File: src/rtl/sram_seq_pkg.sv
package sram_seq_pkg;
  typedef enum logic [2:0] {
    ST_IDLE,
    ST_TURN,
    ST_RREL,
    ST_RACC,
    ST_RESP,
    ST_WSET,
    ST_WPUL,
    ST_WHLD
  } seq_st_e;
endpackage

File: src/rtl/sram_cnt.sv
module sram_cnt #(
  parameter int CW = 4
) (
  input  logic          clk,
  input  logic          rst_n,
  input  logic          load,
  input  logic [CW-1:0] ld_val,
  output logic          done
);
  logic [CW-1:0] cnt_q;

  always_ff @(posedge clk or negedge rst_n) begin
    if (!rst_n)            cnt_q <= '0;
    else if (load)         cnt_q <= ld_val;
    else if (cnt_q != '0)  cnt_q <= cnt_q - {{(CW-1){1'b0}}, 1'b1};
  end

  assign done = (cnt_q == '0);
endmodule

File: src/rtl/sram_rsp_hold.sv
module sram_rsp_hold #(
  parameter int DW = 9
) (
  input  logic          clk,
  input  logic          rst_n,
  input  logic          cap,
  input  logic [DW-1:0] cap_data,
  input  logic          rsp_ready,
  output logic          rsp_valid,
  output logic [DW-1:0] rsp_data
);
  always_ff @(posedge clk or negedge rst_n) begin
    if (!rst_n) begin
      rsp_valid <= 1'b0;
      rsp_data  <= '0;
    end else if (cap) begin
      rsp_valid <= 1'b1;
      rsp_data  <= cap_data;
    end else if (rsp_valid && rsp_ready) begin
      rsp_valid <= 1'b0;
    end
  end

  // an unaccepted response must stay put
  p_rsp_hold_r10: assert property (@(posedge clk) disable iff (!rst_n)
    (rsp_valid && !rsp_ready) |=> (rsp_valid && $stable(rsp_data)));
endmodule

File: src/rtl/sram_ctl_fsm.sv
module sram_ctl_fsm
  import sram_seq_pkg::*;
#(
  parameter int AW = 15,
  parameter int DW = 9,
  parameter int CW = 4
) (
  input  logic          clk,
  input  logic          rst_n,
  input  logic [CW-1:0] cfg_addr_acc,
  input  logic [CW-1:0] cfg_oe_acc,
  input  logic [CW-1:0] cfg_wr_setup,
  input  logic [CW-1:0] cfg_wr_pulse,
  input  logic [CW-1:0] cfg_turn,
  input  logic          req_valid,
  input  logic          req_we,
  input  logic [AW-1:0] req_addr,
  input  logic [DW-1:0] req_wdata,
  output logic          req_ready,
  input  logic          rsp_pend,
  input  logic          rsp_ready,
  output logic          cap,
  output logic          sel_q,
  output logic          oe_n_q,
  output logic          we_n_q,
  output logic          dq_oe_q,
  output logic [AW-1:0] addr_q,
  output logic [DW-1:0] wd_q
);
  localparam logic [CW-1:0] ONE = {{(CW-1){1'b0}}, 1'b1};

  seq_st_e       st_q, st_nx;
  logic          ld, done, accept, last_wr_q, sel_nx;
  logic [CW-1:0] ldv, rd_len;

  function automatic logic [CW-1:0] len_m1(input logic [CW-1:0] v);
    return (v == '0) ? '0 : v - ONE;
  endfunction

  assign rd_len    = (cfg_addr_acc > cfg_oe_acc) ? cfg_addr_acc : cfg_oe_acc;
  assign req_ready = (st_q == ST_IDLE);
  assign accept    = req_ready && req_valid;

  sram_cnt #(.CW(CW)) u_cnt (
    .clk    (clk),
    .rst_n  (rst_n),
    .load   (ld),
    .ld_val (ldv),
    .done   (done)
  );

  always_comb begin
    st_nx = st_q;
    ld    = 1'b0;
    ldv   = '0;
    cap   = 1'b0;
    case (st_q)
      ST_IDLE: if (req_valid) begin
        if (req_we) begin
          st_nx = ST_WSET; ld = 1'b1; ldv = len_m1(cfg_wr_setup);
        end else if (last_wr_q) begin
          st_nx = ST_TURN; ld = 1'b1; ldv = len_m1(cfg_turn);
        end else begin
          st_nx = ST_RREL;
        end
      end
      ST_TURN: if (done) st_nx = ST_RREL;
      ST_RREL: begin
        st_nx = ST_RACC; ld = 1'b1; ldv = len_m1(rd_len);
      end
      ST_RACC: if (done) begin
        st_nx = ST_RESP; cap = 1'b1;
      end
      ST_RESP: if (rsp_pend && rsp_ready) st_nx = ST_IDLE;
      ST_WSET: if (done) begin
        st_nx = ST_WPUL; ld = 1'b1; ldv = len_m1(cfg_wr_pulse);
      end
      ST_WPUL: if (done) st_nx = ST_WHLD;
      ST_WHLD: st_nx = ST_IDLE;
      default: st_nx = ST_IDLE;
    endcase
  end

  // chip select follows the state being entered; idle keeps it after reads only
  always_comb begin
    case (st_nx)
      ST_IDLE: begin
        if (st_q == ST_RESP)      sel_nx = 1'b1;
        else if (st_q == ST_WHLD) sel_nx = 1'b0;
        else                      sel_nx = sel_q;
      end
      ST_TURN: sel_nx = 1'b0;
      default: sel_nx = 1'b1;
    endcase
  end

  always_ff @(posedge clk or negedge rst_n) begin
    if (!rst_n) begin
      st_q      <= ST_IDLE;
      last_wr_q <= 1'b0;
      sel_q     <= 1'b0;
      oe_n_q    <= 1'b1;
      we_n_q    <= 1'b1;
      dq_oe_q   <= 1'b0;
      addr_q    <= '0;
      wd_q      <= '0;
    end else begin
      st_q    <= st_nx;
      sel_q   <= sel_nx;
      oe_n_q  <= (st_nx != ST_RACC);
      we_n_q  <= (st_nx != ST_WPUL);
      dq_oe_q <= (st_nx == ST_WSET) || (st_nx == ST_WPUL) || (st_nx == ST_WHLD);
      if (accept) begin
        addr_q    <= req_addr;
        last_wr_q <= req_we;
        if (req_we) wd_q <= req_wdata;
      end
    end
  end

  // our driver and the memory's outputs never overlap
  p_no_contention_r5: assert property (@(posedge clk) disable iff (!rst_n)
    dq_oe_q |-> oe_n_q);
  // driver already off one clock before output enable falls
  p_release_first_r5: assert property (@(posedge clk) disable iff (!rst_n)
    $fell(oe_n_q) |-> !$past(dq_oe_q));
  // output enable stays high while write enable is low
  p_we_oe_excl_r6: assert property (@(posedge clk) disable iff (!rst_n)
    !we_n_q |-> (oe_n_q && dq_oe_q));
  // address and data hold through the pulse and one clock after
  p_wr_hold_r7: assert property (@(posedge clk) disable iff (!rst_n)
    !we_n_q |=> ($stable(addr_q) && $stable(wd_q) && dq_oe_q));
  // any strobe implies the chip is selected
  p_sel_on_strobe_r2: assert property (@(posedge clk) disable iff (!rst_n)
    (!oe_n_q || !we_n_q) |-> sel_q);
  // no new request while a response waits
  p_ready_idle_r10: assert property (@(posedge clk) disable iff (!rst_n)
    req_ready |-> !rsp_pend);
endmodule

File: src/rtl/sram_seq_ctrl.sv
module sram_seq_ctrl #(
  parameter int AW = 15,
  parameter int DW = 9,
  parameter int CW = 4
) (
  input  logic          clk,
  input  logic          rst_n,
  input  logic [CW-1:0] cfg_addr_acc,
  input  logic [CW-1:0] cfg_oe_acc,
  input  logic [CW-1:0] cfg_wr_setup,
  input  logic [CW-1:0] cfg_wr_pulse,
  input  logic [CW-1:0] cfg_turn,
  input  logic          req_valid,
  output logic          req_ready,
  input  logic          req_we,
  input  logic [AW-1:0] req_addr,
  input  logic [DW-1:0] req_wdata,
  output logic          rsp_valid,
  input  logic          rsp_ready,
  output logic [DW-1:0] rsp_data,
  output logic          mem_cs_n,
  output logic          mem_cs,
  output logic          mem_oe_n,
  output logic          mem_we_n,
  output logic [AW-1:0] mem_addr,
  output logic [DW-1:0] mem_dq_o,
  output logic          mem_dq_oe,
  input  logic [DW-1:0] mem_dq_i
);
  logic cap, sel;

  sram_ctl_fsm #(.AW(AW), .DW(DW), .CW(CW)) u_fsm (
    .clk          (clk),
    .rst_n        (rst_n),
    .cfg_addr_acc (cfg_addr_acc),
    .cfg_oe_acc   (cfg_oe_acc),
    .cfg_wr_setup (cfg_wr_setup),
    .cfg_wr_pulse (cfg_wr_pulse),
    .cfg_turn     (cfg_turn),
    .req_valid    (req_valid),
    .req_we       (req_we),
    .req_addr     (req_addr),
    .req_wdata    (req_wdata),
    .req_ready    (req_ready),
    .rsp_pend     (rsp_valid),
    .rsp_ready    (rsp_ready),
    .cap          (cap),
    .sel_q        (sel),
    .oe_n_q       (mem_oe_n),
    .we_n_q       (mem_we_n),
    .dq_oe_q      (mem_dq_oe),
    .addr_q       (mem_addr),
    .wd_q         (mem_dq_o)
  );

  sram_rsp_hold #(.DW(DW)) u_rsp (
    .clk       (clk),
    .rst_n     (rst_n),
    .cap       (cap),
    .cap_data  (mem_dq_i),
    .rsp_ready (rsp_ready),
    .rsp_valid (rsp_valid),
    .rsp_data  (rsp_data)
  );

  assign mem_cs_n = ~sel;
  assign mem_cs   = sel;
endmodule

File: config.mk
export PLATFORM = sky130hd
export DESIGN_NAME = sram_seq_ctrl
export DESIGN_NICKNAME = d
export VERILOG_FILES = /design/src/rtl/sram_seq_pkg.sv /design/src/rtl/sram_cnt.sv /design/src/rtl/sram_rsp_hold.sv /design/src/rtl/sram_ctl_fsm.sv /design/src/rtl/sram_seq_ctrl.sv
export SDC_FILE = /design/constraint.sdc
export NUM_CORES = 1
export LEC_CHECK = 0
export CORE_MARGIN = 1
export CORE_UTILIZATION = 45
export DETAILED_ROUTE_END_ITERATION = 12
export DONT_BUFFER_PORTS = 1
export PLACE_DENSITY = 0.7
export SETUP_SLACK_MARGIN = 0.05
export SLEW_MARGIN = 0
export SYNTH_ARGS = -nofsm -noshare
export SYNTH_HDL_FRONTEND = slang
export SYNTH_SLANG_ARGS = --single-unit
File: constraint.sdc
create_clock -name clk -period 5.23 [get_ports clk]
set_input_delay 0.2615 -clock clk [delete_from_list [all_inputs] [get_ports clk]]
set_output_delay 0.2615 -clock clk [all_outputs]
set_load 0.05 [all_outputs]
* Word level (Yosys, flattened, before mapping)
Index checks and enable logic that the tools add are counted.
** Cells by class
- Equality and inequality tests :: 14
- Reduce and logical (&&, ||, !) cells :: 15
- Bitwise logic cells :: 1
- Add/subtract/negate cells :: 5
- Muxes and demuxes :: 32
- Magnitude comparators :: 1
** Operator list (count)
- 4-bit two-way mux :: 11
- 3-bit case mux with 8 select lines :: 1
- 3-bit equality test, second input constant :: 7
- 3-bit two-way mux :: 7
- 4-bit logical NOT :: 5
- 4-bit by 1-bit subtractor with 4-bit output, second input constant :: 5
- 4-bit case mux with 3 select lines :: 1
- 1-bit two-way mux :: 9
- 3-bit by 1-bit equality test with 1-bit output, second input constant :: 2
- 3-bit by 2-bit equality test with 1-bit output, second input constant :: 2
- 3-bit logical NOT :: 2
- 4-bit > comparator :: 1
- 2-bit nonzero test :: 2
- 4-bit nonzero test :: 1
- 3-bit by 1-bit != test with 1-bit output, second input constant :: 1
- 3-bit by 2-bit != test with 1-bit output, second input constant :: 1
- 3-bit != test, second input constant :: 1
- 1-bit case mux with 3 select lines :: 1
- 1-bit logical AND :: 2
- 1-bit logical OR :: 2
- 2-bit two-way mux :: 1
- 1-bit case mux with 2 select lines :: 1
- 2-bit AND reduction :: 1
- 1-bit NOT :: 1
** Storage, ports and cells
- Bits of input ports :: 58
- Register bits :: 46
- Output and inout port bits :: 40
- Logic and storage cells :: 79

* Logic depth before layout (Yosys ltp)
Gate-level depths: netlist of the first run.
- Depth in word-level cells :: 7
- Depth in mapped cells :: 7
- Mapped depth without buffers :: 7

* By module
From an unflattened synthesis of the first run, not the netlist that was laid out.
** Second synthesis, totals
- Cell total of the unflattened synthesis :: 235
- Area total of the unflattened synthesis :: 2632.5 um^2
** Modules (own cells, without submodules)
- sram_ctl_fsm :: times used 1, cells each 190, area an instance 1985.7 um^2
- sram_rsp_hold :: times used 1, cells each 22, area an instance 409.1 um^2
- sram_cnt :: times used 1, cells each 22, area an instance 234.0 um^2
- sram_seq_ctrl :: times used 1, cells each 1, area an instance 3.8 um^2

* Worst setup path after synthesis of the first run
No wires, ideal clock.
- Path kind :: register -> register
- Start point :: register u_fsm.u_cnt.cnt_q[0]
- End point :: register u_fsm.u_cnt.cnt_q[0]
- Data required time :: 5.104 ns
- Data arrival time :: 1.853 ns
- Setup slack :: 3.251 ns
- Path buffers :: 0
- Period minus slack after synthesis :: 1.979 ns
- Stages on the path, launching flop included :: 8
- Cells stage by stage :: dfrtp_1 inv_1 ha_1 nor3b_4 or3b_4 nand2b_2 o311ai_1 a221o_1
** Between the ends
- Word-level cells in the longest chain between the ends :: 4
** Ends and longest elaborated chain
- start: declaration :: line sram_cnt.sv:10 : logic [CW-1:0] cnt_q;
- start signal: assignment :: line sram_cnt.sv:14 : else if (load) cnt_q <= ld_val;
- start signal: assignment :: line sram_cnt.sv:15 : else if (cnt_q != '0) cnt_q <= cnt_q - {{(CW-1){1'b0}}, 1'b1};
- branches (longest 4 deep; another with 4-bit by 1-bit subtractor with 4-bit output)
Parallel ways; which one is timed is not known. The select of a mux whose other input is x is not followed.
A chain may end at the register's enable or synchronous reset.

* Final worst setup path of the first run
- Start point :: register u_fsm.st_q[1]
- End point :: register u_fsm.we_n_q
** Between the ends
- Word-level cells in the longest chain between the ends :: 3
** Ends and longest elaborated chain
- start: declaration :: line sram_ctl_fsm.sv:32 : seq_st_e st_q, st_nx;
- start signal: assignment :: line sram_ctl_fsm.sv:108 : st_q <= st_nx;
- 3-bit equality test, or another cell as far along :: line sram_ctl_fsm.sv:57 : case (st_q)
- 3-bit case mux with 8 select lines (*) :: line sram_ctl_fsm.sv:57
- 3-bit != test (*) :: line sram_ctl_fsm.sv:111 : we_n_q <= (st_nx != ST_WPUL);
- end signal: assignment :: line sram_ctl_fsm.sv:111
- end: declaration :: line sram_ctl_fsm.sv:25 : output logic we_n_q,
Every way passes the cells marked *; elsewhere a longest branch is shown, timed or not.

==> out/qor.tcl, run 1 <==
set qor(synth.yosys.warnings) 0
set qor(timing.slew.headroom_pct) 41.4
set qor(multi_input_comb_area_um2) 1220
set qor(fin_worst_skew_ps) 3.99
set qor(finalCritPeriodShare_pct) 52.9
set qor(yosys.area.top_type_share_pct) 44.6
set qor(leakage_nw) 1.22
set qor(cts_setup_buffers) 0
set qor(grt_remaining_overflow) 0
set qor(synth_ff_type) {sky130_fd_sc_hd__dfrtp_1}
set qor(grt_start_max_net_pins) 47
set qor(reg2regPathDepth) 4
set qor(antenna-diode-count) 0
set qor(std_cell_core_area_um2) 5200
set qor(cts-htree-levels) 2
set qor(placed_cell_area_um2) 2530
set qor(drtPass1Iterations) 4
set qor(global_route_wire_length_before_repair_um) 8160
set qor(critPathLaunchType) {flip-flop}
set qor(post_synth_most_frequent_cells) {sky130_fd_sc_hd__nand2_1 (59), sky130_fd_sc_hd__dfrtp_1 (44), sky130_fd_sc_hd__mux2_2 (19)}
set qor(maximum_clock_path_buffer_count) 2
set qor(placement.io_buffers) 0
set qor(postRouteAntennaNets) 0
set qor(antenna_found_initial) 0
set qor(floorplan.io_pins) 98
set qor(synth_edf_count) 0
set qor(drive_gt1_share_pct) 13.0
set qor(dp.final_hpwl_um) 3760
set qor(post-layout-total-power_mw) 1.80
set qor(grt_pass1_vias) 1855
set qor(cts_root_buf) {sky130_fd_sc_hd__clkbuf_8}
set qor(net_count_final) 329
set qor(drt_iter0_markers) 68
set qor(sequential_cell_area_um2) 1150
set qor(p_per_area_nw_per_um2) 674
set qor(clk_transition_reported_paths_ps) 80
set qor(final.setup.tns_ps) 0
set qor(regToRegEndpoint) {u_fsm.we_n_q}
set qor(cts.sink_count) 46
set qor(post_cts_hold_buffer_count) 2
set qor(dieArea_um2) 5790
set qor(critPathLaunch) {u_fsm.st_q[1]}
set qor(r2r_slack_ps) 2470
set qor(vdd.ir_drop.worst_v) 0.000333
set qor(hold_viol) 0
set qor(leading_cell_type_by_number_of_instances_after_synthesis) {sky130_fd_sc_hd__nand2_1}
set qor(timing.max_cap.violations) 0
set qor(max_slew.worst_pin.slew_ps) 874
set qor(fillers) 497
set qor(category_of_the_most_critical_setup_path) {reg -> reg}
set qor(post_synth_main_area_contributors) {sky130_fd_sc_hd__dfrtp_1 (45%), sky130_fd_sc_hd__nand2_1 (9.0%), sky130_fd_sc_hd__mux2_2 (8.7%), sky130_fd_sc_hd__ha_1 (5.6%), sky130_fd_sc_hd__inv_1 (2.7%)}
set qor(die_x_um) 76.1
set qor(fmax_mhz) 362
set qor(vias) 1824
set qor(finalCriticalPeriod_ps) 2760
set qor(die_h_um) 76.1
set qor(syn_area_per_cell_um2) 9.58
set qor(detail_route.vias_per_cell) 5.51
set qor(hold_path_depth) 2
set qor(worst_hold_startpoint) {req_addr[14]}
set qor(initial_utilization_pct) 47.5
set qor(area_delta_synth_final_pct) 7.85
set qor(layout.cell_area.non_filler_um2) 2670
set qor(cts_resized) 0
set qor(number_of_buffers_created_by_cts) 5
set qor(rows) 26
set qor(total_global_routing_track_utilization_pct) 17.8
set qor(synth.net_count) 327
set qor(flip_flop_and_latch_count_after_synthesis) 46
set qor(yosysSeqAreaShare_pct) 46.7
set qor(final_max_slew_viol_count) 0
set qor(global_placer_s_final_weighted_congestion) 0.771
set qor(crit-reg2reg-launch) {u_fsm.st_q[1]}
set qor(post-route-util_pct) 51.2
set qor(hp-class) {in -> reg}
set qor(finalWirelength_um) 4930
set qor(worstHoldEndpoint) {u_fsm.addr_q[14]}
set qor(run_status) {completed}
set qor(fraction_of_registers_with_async_set_or_reset_after_synthesis_pct) 100
set qor(insertion_delay_ps) 290
set qor(finalSetupViolations) 0
set qor(rsz_0062_raised_after_global_routing) {false}
set qor(critical_path.max_fanout) 18
set qor(cell_variety_after_synth) 40
set qor(critPathArrivalTime_ps) 2980
set qor(mappedNetlistArea_um2) 2470
set qor(cp-end-kind) {flip-flop}
set qor(tritoncts_clock_tree) {yes}
set qor(critical_path_rt_ps) 5440
set qor(cells_after_synth) 258
set qor(yosysTopAreaCell) {sky130_fd_sc_hd__dfrtp_1}
set qor(drc) 0
set qor(routed_wire_length_per_instance_um) 14.9
-- registers in the layout, summed over array words and instances (netlist names) --
signal             cells
u_fsm.st_q             3
u_fsm.sel_q            1
u_fsm.wd_q             9
u_fsm.addr_q          15
u_fsm.oe_n_q           1
u_rsp.rsp_data         9
u_fsm.we_n_q           1
u_fsm.dq_oe_q          1
u_rsp.rsp_valid        1
u_fsm.last_wr_q        1
u_fsm.u_cnt.cnt_q      4
-- critical path: stages (launching register included) --
cell and delay [ps]:
sky130_fd_sc_hd__dfrtp_1 540, sky130_fd_sc_hd__nor4b_4 850, sky130_fd_sc_hd__nand2_1 550, sky130_fd_sc_hd__and3_1 380
sky130_fd_sc_hd__or3_1 360
-- cell type report --
cell class / instances / area share (%)
multi-input cells: 187 / 45.9
repair buffers: 2 / 1.41
clock buffers: 7 / 3.24
flip-flops and latches: 46 / 43.3
clock inverters: 1 / 0.329
inverters: 18 / 2.54
well taps: 70 / 3.29
-- placed cells by master, fill, tap and decap left out, types with 6 or more instances in the layout --
| cell | n |
|---|---|
| sky130_fd_sc_hd__nor2_1 | 11 |
| sky130_fd_sc_hd__clkbuf_8 | 6 |
| sky130_fd_sc_hd__ha_1 | 11 |
| sky130_fd_sc_hd__nand2b_1 | 8 |
| sky130_fd_sc_hd__o21ai_0 | 12 |
| sky130_fd_sc_hd__mux2_2 | 19 |
| sky130_fd_sc_hd__nand2_1 | 59 |
| sky130_fd_sc_hd__nor3_1 | 9 |
| sky130_fd_sc_hd__dfrtp_1 | 44 |
| sky130_fd_sc_hd__inv_1 | 18 |
| sky130_fd_sc_hd__a21oi_1 | 8 |
-- metal layers --
| layer | wire (um) | vias up | part of all wire, % | global-route usage [%] |
|---|---|---|---|---|
| li1 | - | 894 | - | - |
| met1 | 2080 | 866 | 42 | 20.2 |
| met2 | 2370 | 60 | 48 | 30.5 |
| met3 | 433 | 4 | 8.8 | 7.54 |
| met4 | 40 | 0 | 0.81 | 5.58 |
| met5 | 0 | - | 0 | 0 |
-- cell families after synthesis --
family                     after synthesis  share of synthesized area [%]
and+or+nand+nor                        112                           22.4
AOI/OAI and AO/OA                       39                           10.3
adders and majority gates               11                           5.57
DFF                                     46                           46.7
buffers and inverters                   25                           4.00
muxes                                   24                           10.7
xor gates and xnor gates                 1                          0.354
-- per-stage QoR --
step	hold WS, ps	std cells	worst slack [ps]
floorplan	-34.1	258	3250
global placement	-33.2	321	2510
detailed placement	-33.1	321	2400
CTS	64.1	331	2390
global route	60.2	331	2250
finish	73.3	331	2470
-- worst max-delay path by stage --
stage | cells past startpoint | end | slack (ps)
6_report | 4 | u_fsm.we_n_q | 2470
5_1_grt | 4 | u_fsm.we_n_q | 2250
4_1_cts | 4 | u_fsm.we_n_q | 2390
3_5_place_dp | 4 | u_fsm.we_n_q | 2400
3_3_place_gp | 4 | u_fsm.we_n_q | 2510
2_1_floorplan | 7 | u_fsm.u_cnt.cnt_q[0] | 3250
-- power by group --
part | internal (mW) | switching (mW)
clock network | 0.109 | 0.115
registers | 0.519 | 0.634
logic | 0.197 | 0.223
No activity file was read; power rests on OpenSTA's default activity.
==> inputs of run 2 (changes only) <==
- ABC_AREA: default -> 1
- clock period: 5.23 -> 2.8 ns (I/O delays scaled with it)
==> run 2 against run 1 <==
  * Synthesized cell count grew 24%
  * Sequential power grew 85%
  * Clock power grew 100%
  * Routed wire length grew 20%
  * Critical endpoint is now u_fsm.u_cnt.cnt_q[1]
  * Area after synthesis grew 2.5%
  * Sequential cell count is the same
  * Largest power group unchanged
==> out/qor.tcl, run 2 <==
set qor(clk_transition_reported_paths_ps) 90
set qor(floorplan.io_pins) 98
set qor(synth_ff_type) {sky130_fd_sc_hd__dfrtp_1}
set qor(syn_area_per_cell_um2) 7.92
set qor(hold-worst-slack_ps) 87.9
set qor(post_synth_most_frequent_cells) {sky130_fd_sc_hd__nand2_1 (123), sky130_fd_sc_hd__dfrtp_1 (44), sky130_fd_sc_hd__inv_1 (31)}
set qor(finalWirelength_um) 5910
set qor(cts-htree-levels) 2
set qor(flip_flop_and_latch_count_after_synthesis) 46
set qor(global_route_wire_length_before_repair_um) 10100
set qor(drtPass1Iterations) 4
set qor(global_placer_s_final_weighted_congestion) 0.817
set qor(hold_viol) 0
set qor(dp.final_hpwl_um) 4020
set qor(synth.yosys.warnings) 0
set qor(critical_path_rt_ps) 2990
set qor(tritoncts_clock_tree) {yes}
set qor(timing.slew.headroom_pct) 65.7
set qor(total_global_routing_track_utilization_pct) 21.4
set qor(critical_path.max_fanout) 21
set qor(placement.io_buffers) 0
set qor(fmax_mhz) 482
set qor(p_per_area_nw_per_um2) 1140
set qor(fin_worst_skew_ps) 12.2
set qor(detail_route.vias_per_cell) 5.07
set qor(insertion_delay_ps) 300
set qor(postRouteAntennaNets) 0
set qor(yosysTopAreaCell) {sky130_fd_sc_hd__dfrtp_1}
set qor(finalCriticalPeriod_ps) 2080
set qor(antenna-diode-count) 0
set qor(hp-class) {in -> reg}
set qor(dieArea_um2) 5930
set qor(fraction_of_registers_with_async_set_or_reset_after_synthesis_pct) 100
set qor(cts.sink_count) 46
set qor(synth_edf_count) 0
set qor(numPlacedInstances) 385
set qor(drive_gt1_share_pct) 11.1
set qor(category_of_the_most_critical_setup_path) {reg -> reg}
set qor(critPathArrivalTime_ps) 2260
set qor(cells_after_synth) 320
set qor(vias) 2174
set qor(synth-simple-area-share_pct) 28.8
set qor(cp-end-kind) {flip-flop}
set qor(final_common_cell) {sky130_fd_sc_hd__nand2_1}
set qor(critPathLaunchType) {flip-flop}
set qor(maximum_clock_path_buffer_count) 2
set qor(finalNonFillerCells) 429
set qor(die_h_um) 77.0
set qor(vdd.ir_drop.worst_v) 0.000761
set qor(leading_cell_type_by_number_of_instances_after_synthesis) {sky130_fd_sc_hd__nand2_1}
set qor(mappedNetlistArea_um2) 2530
set qor(cts_root_buf) {sky130_fd_sc_hd__clkbuf_8}
set qor(yosys.area.top_type_share_pct) 43.5
set qor(post_synth_main_area_contributors) {sky130_fd_sc_hd__dfrtp_1 (43%), sky130_fd_sc_hd__nand2_1 (18%), sky130_fd_sc_hd__ha_1 (5.4%), sky130_fd_sc_hd__inv_1 (4.6%), sky130_fd_sc_hd__mux2_2 (4.0%)}
set qor(run_status) {completed}
set qor(net_count_final) 427
set qor(yosysSeqAreaShare_pct) 45.5
set qor(initial_utilization_pct) 48.1
set qor(final_max_slew_viol_count) 0
set qor(grt_remaining_overflow) 0
set qor(max_slew.worst_pin.slew_ps) 515
set qor(synth_fa_ha_area_share_pct) 5.43
set qor(cell_variety_after_synth) 31
set qor(post_synth_mux_area_share_pct) 4.00
set qor(final.setup.tns_ps) 0
set qor(grt_start_max_net_pins) 47
set qor(synth_xor_xnor_area_share_pct) 1.73
set qor(most_frequent_cells_in_the_layout) {sky130_fd_sc_hd__nand2_1 (123), sky130_fd_sc_hd__dfrtp_1 (44), sky130_fd_sc_hd__dlygate4sd3_1 (35), sky130_fd_sc_hd__inv_1 (31), sky130_fd_sc_hd__nor2_1 (22)}
set qor(drt_iter0_markers) 97
set qor(synth_top_family_by_area) {simple AND/OR/NAND/NOR gates}
set qor(drc) 0
set qor(routed_wire_length_per_instance_um) 13.8
set qor(finalCritPeriodShare_pct) 74.1
set qor(antenna_found_initial) 0
set qor(timing.max_cap.violations) 0
set qor(largestRegisters) {u_fsm.addr_q x15, u_fsm.wd_q x9, u_rsp.rsp_data x9}
set qor(synth.net_count) 389
set qor(fraction_of_the_mapped_netlist_area_in_compound_gates_pct) 7.26
set qor(number_of_buffers_created_by_cts) 5
set qor(largest_register_ff_count) 15
set qor(std_cell_core_area_um2) 5270
set qor(largest_register) {u_fsm.addr_q}
set qor(grt_pass1_vias) 2255
set qor(area_delta_synth_final_pct) 21.2
set qor(rows) 26
set qor(rsz_0062_raised_after_global_routing) {false}
set qor(leakage_nw) 1.59
set qor(finalSetupViolations) 0
set qor(die_x_um) 77.0
run 2: final timing paths:
| check | from | endpoint | slack (ps) | depth (start not counted) |
|---|---|---|---|---|
| worst max-delay path | u_fsm.st_q[0] | u_fsm.u_cnt.cnt_q[1] | 720 | 12 |
| worst min-delay path | req_we | u_fsm.st_q[1] | 90 | 3 |
| worst max register to register | u_fsm.st_q[0] | u_fsm.u_cnt.cnt_q[1] | 720 | 12 |
| worst min register to register | u_fsm.last_wr_q | u_fsm.last_wr_q | 530 | 2 |
| max in group asynchronous | rst_n | u_fsm.oe_n_q | 2130 | 2 |
| min in group asynchronous | rst_n | u_fsm.addr_q[1] | 380 | 2 |
run 2: repair_timing:
action,4_1_cts,5_1_grt
endpoints found under the hold margin,80,0
gates resized for setup,0,0
buffers inserted,0,0
hold buffers,36,0
run 2: area by class of cell:
type / count / area, um2
clock buffers: 7 / 96.3
clock inverters: 1 / 8.76
fillers: 464 / 2200
inverters: 36 / 135
multi-input cells: 231 / 1200
flip-flops and latches: 46 / 1150
well taps: 70 / 87.6
repair buffers: 38 / 393
run 2: cell families after synthesis:
family                   count (synthesis)
adder cells (fa/ha/maj)                 11
AO/OA/AOI/OAI                           31
AND/OR/NAND/NOR                        175
multiplexers                             9
flip-flops                              46
buffers and inverters                   43
XOR/XNOR                                 5
run 2: per-layer routing:
metal  vias to the layer above  part of all wire [%]  global-route usage, %
met4                         0                  0.52                   5.09
met5                         -                     0                      0
met3                         2                   7.5                   6.55
met2                        87                    51                   38.6
met1                      1007                    40                   24.7
li1                       1078                     -                      -
run 2: worst max-delay path: stages (launching register included):
cell and delay (ps):
sky130_fd_sc_hd__dfrtp_1 440, sky130_fd_sc_hd__inv_2 100, sky130_fd_sc_hd__nand2_4 60, sky130_fd_sc_hd__nor2_4 110
sky130_fd_sc_hd__nand2_2 280, sky130_fd_sc_hd__inv_2 350, sky130_fd_sc_hd__nand2_2 110, sky130_fd_sc_hd__nand2_2 120
sky130_fd_sc_hd__o21ai_1 70, sky130_fd_sc_hd__a21oi_1 140, sky130_fd_sc_hd__nand2_1 80, sky130_fd_sc_hd__nand2_1 60
sky130_fd_sc_hd__nand2_1 40
run 2: report_power, final:
group          leakage (nW)  total (mW)  switching, mW  internal [mW]
logic                 0.977       0.916          0.546          0.370
clock network        0.0544       0.453          0.226          0.226
registers             0.562        2.13           1.16          0.973
total                  1.59        3.50           1.93           1.57
run 2: per-stage QoR:
step	instance area [um2]	setup slack [ps]	total power, mW	util, %
6_report	3070	724	3.50	58.3
5_1_grt	3070	549	3.71	58.3
4_1_cts	3070	778	3.51	58.3
3_5_place_dp	2590	787	3.00	49.1
3_3_place_gp	2590	872	2.96	49.1
2_1_floorplan	2530	1130	2.80	-
==> inputs of run 3 (changes only) <==
- PLACE_DENSITY: 0.7 -> 0.72
- clock period: 2.8 -> 1.83 ns (I/O delays scaled with it)
==> run 3 against run 2 <==
  * Non-clock buffer count rose by 7
  * Power is 53% higher
  * Critical path type unchanged
  * Cell area is 1.5% higher
  * Largest power group unchanged
==> out/qor.tcl, run 3 (synthesized netlist as in run 2, its figures left out) <==
set qor(finalCriticalPeriod_ps) 1680
set qor(grt_remaining_overflow) 0
set qor(global_route_wire_length_before_repair_um) 9560
set qor(rows) 26
set qor(worst_setup_margin_ps) 155
set qor(antenna_found_initial) 0
set qor(cts_root_buf) {sky130_fd_sc_hd__clkbuf_8}
set qor(insertion_delay_ps) 300
set qor(power.sequential.fraction_pct) 60.2
set qor(antenna-diode-count) 0
set qor(cts-htree-levels) 2
set qor(cp-end-kind) {flip-flop}
set qor(number_of_buffers_created_by_cts) 5
set qor(hold_path_depth) 3
set qor(total_global_routing_track_utilization_pct) 20.5
set qor(rsz_0062_raised_after_global_routing) {true}
set qor(vdd.ir_drop.worst_v) 0.00113
set qor(power.combinational.fraction_pct) 28.1
set qor(timing.max_cap.violations) 0
set qor(final_max_slew_viol_count) 0
set qor(postRouteAntennaNets) 0
set qor(routed_wire_length_per_instance_um) 13.4
set qor(most_frequent_cells_in_the_layout) {sky130_fd_sc_hd__nand2_1 (123), sky130_fd_sc_hd__dfrtp_1 (43), sky130_fd_sc_hd__dlygate4sd3_1 (35), sky130_fd_sc_hd__inv_1 (30), sky130_fd_sc_hd__nor2_1 (22)}
set qor(finalSetupViolations) 0
set qor(drtPass1Iterations) 4
set qor(worstHoldEndpoint) {u_fsm.st_q[1]}
set qor(final.setup.tns_ps) 0
set qor(largest_register) {u_fsm.addr_q}
set qor(worst_slack_placed_ps) 102
set qor(power.net_switching_mw) 2.98
set qor(std_cell_core_area_um2) 5270
set qor(area_delta_synth_final_pct) 23.1
set qor(dp.final_hpwl_um) 3930
set qor(clk_transition_reported_paths_ps) 90
set qor(multi_input_comb_area_um2) 1200
set qor(crit-reg2reg-launch) {u_fsm.u_cnt.cnt_q[0]}
set qor(post-layout-total-power_mw) 5.36
set qor(largest_register_ff_count) 15
set qor(drive_gt1_share_pct) 13.7
set qor(finalWirelength_um) 5850
set qor(tritoncts_clock_tree) {yes}
set qor(largestRegisters) {u_fsm.addr_q x15, u_fsm.wd_q x9, u_rsp.rsp_data x9}
set qor(cell_internal_pwr_mw) 2.38
set qor(drc) 0
set qor(critical_path_rt_ps) 2020
set qor(hp-class) {in -> reg}
set qor(global_placer_s_final_weighted_congestion) 0.852
set qor(run_status) {completed}
set qor(final_common_cell) {sky130_fd_sc_hd__nand2_1}
set qor(sequential_cell_area_um2) 1150
set qor(cts.sink_count) 46
set qor(timing.slew.headroom_pct) 65.5
set qor(critical_path.max_fanout) 6
set qor(grt_pass1_vias) 2169
set qor(initial_utilization_pct) 48.1
set qor(critPathArrivalTime_ps) 1860
set qor(critPathLaunchType) {flip-flop}
set qor(fmax_mhz) 597
set qor(finalCritPeriodShare_pct) 91.6
set qor(category_of_the_most_critical_setup_path) {reg -> reg}
set qor(detail_route.vias_per_cell) 5.00
set qor(reg2regPathDepth) 9
set qor(drt_iter0_markers) 116
set qor(p_per_area_nw_per_um2) 1720
set qor(max_slew.worst_pin.slew_ps) 518
set qor(net_count_final) 434
set qor(maximum_clock_path_buffer_count) 2
set qor(regToRegEndpoint) {u_fsm.u_cnt.cnt_q[2]}
set qor(die_x_um) 77.0
set qor(r2r_slack_ps) 150
set qor(swShare_pct) 55.6
set qor(worst_hold_startpoint) {req_we}
set qor(fillers) 468
set qor(die_h_um) 77.0
set qor(fin_worst_skew_ps) 7.10
set qor(vias) 2178
set qor(grt_start_max_net_pins) 47
set qor(dieArea_um2) 5930
set qor(placement.io_buffers) 0
set qor(power.clock.fraction_pct) 11.7
set qor(hold_viol) 0
set qor(cts_setup_buffers) 0
set qor(floorplan.io_pins) 98
set qor(leakage_nw) 1.62
## run 3: metrics by stage
| stage | instance area (um2) | util, % | hold slack [ps] | cells |
|---|---|---|---|---|
| 4_1_cts | 3110 | 59.0 | 24.5 | 436 |
| 5_1_grt | 3120 | 59.2 | 57.6 | 436 |
| 2_1_floorplan | 2530 | - | -204 | 320 |
| 6_report | 3120 | 59.2 | 42.3 | 436 |
| 3_5_place_dp | 2640 | 50.1 | -203 | 392 |
| 3_3_place_gp | 2640 | 50.1 | -203 | 392 |
## run 3: timing repair
item                                    CTS  global route
hold buffers                             36             0
endpoints found under the setup margin    0             4
gates resized for setup                   0             5
hold endpoints to repair                 80             0
## run 3: cell type report
cell class	instances	area share [%]
sequential	46	37.0
clock inverter	3	0.682
inverter	36	4.33
multi-input combinational	231	38.5
tap	70	2.81
clock buffer	5	2.21
timing repair buffer	45	14.4
## run 3: worst max-delay path, cell delays in order (launching register included)
cell                       delay [ps]
sky130_fd_sc_hd__dfrtp_1          410
sky130_fd_sc_hd__inv_1             70
sky130_fd_sc_hd__ha_1             180
sky130_fd_sc_hd__nand2_1          130
sky130_fd_sc_hd__nor2_1           160
sky130_fd_sc_hd__nor2_1            70
sky130_fd_sc_hd__nand2_2          120
sky130_fd_sc_hd__o21ai_0          130
sky130_fd_sc_hd__a211oi_2         210
sky130_fd_sc_hd__a21oi_1          100
## run 3: power by group through the flow
stage | clock [mW] | combinational [mW] | sequential (mW)
floorplan | 0 | 1.12 | 3.16
global placement | 0 | 1.36 | 3.23
detailed placement | 0 | 1.40 | 3.23
CTS | 0.643 | 1.48 | 3.22
global route | 0.679 | 1.69 | 3.29
finish | 0.625 | 1.51 | 3.23
## run 3: routing by layer
| metal | share of wire, % | GRT usage, % |
|---|---|---|
| met2 | 52 | 37.1 |
| met3 | 6.6 | 5.95 |
| met1 | 40 | 22.6 |
| met4 | 1.6 | 7.92 |
| met5 | 0 | 0 |
## run 3: worst max-delay path by stage
stage | startpoint | end | slack (ps) | depth (start not counted)
3_3_place_gp | u_fsm.u_cnt.cnt_q[0] | u_fsm.u_cnt.cnt_q[2] | 100 | 9
4_1_cts | u_fsm.u_cnt.cnt_q[0] | u_fsm.u_cnt.cnt_q[2] | 100 | 9
6_report | u_fsm.u_cnt.cnt_q[0] | u_fsm.u_cnt.cnt_q[2] | 150 | 9
5_1_grt | u_fsm.u_cnt.cnt_q[0] | u_fsm.u_cnt.cnt_q[2] | 30 | 9
3_5_place_dp | u_fsm.u_cnt.cnt_q[0] | u_fsm.u_cnt.cnt_q[2] | 100 | 9
2_1_floorplan | u_fsm.st_q[0] | u_fsm.u_cnt.cnt_q[2] | 160 | 10
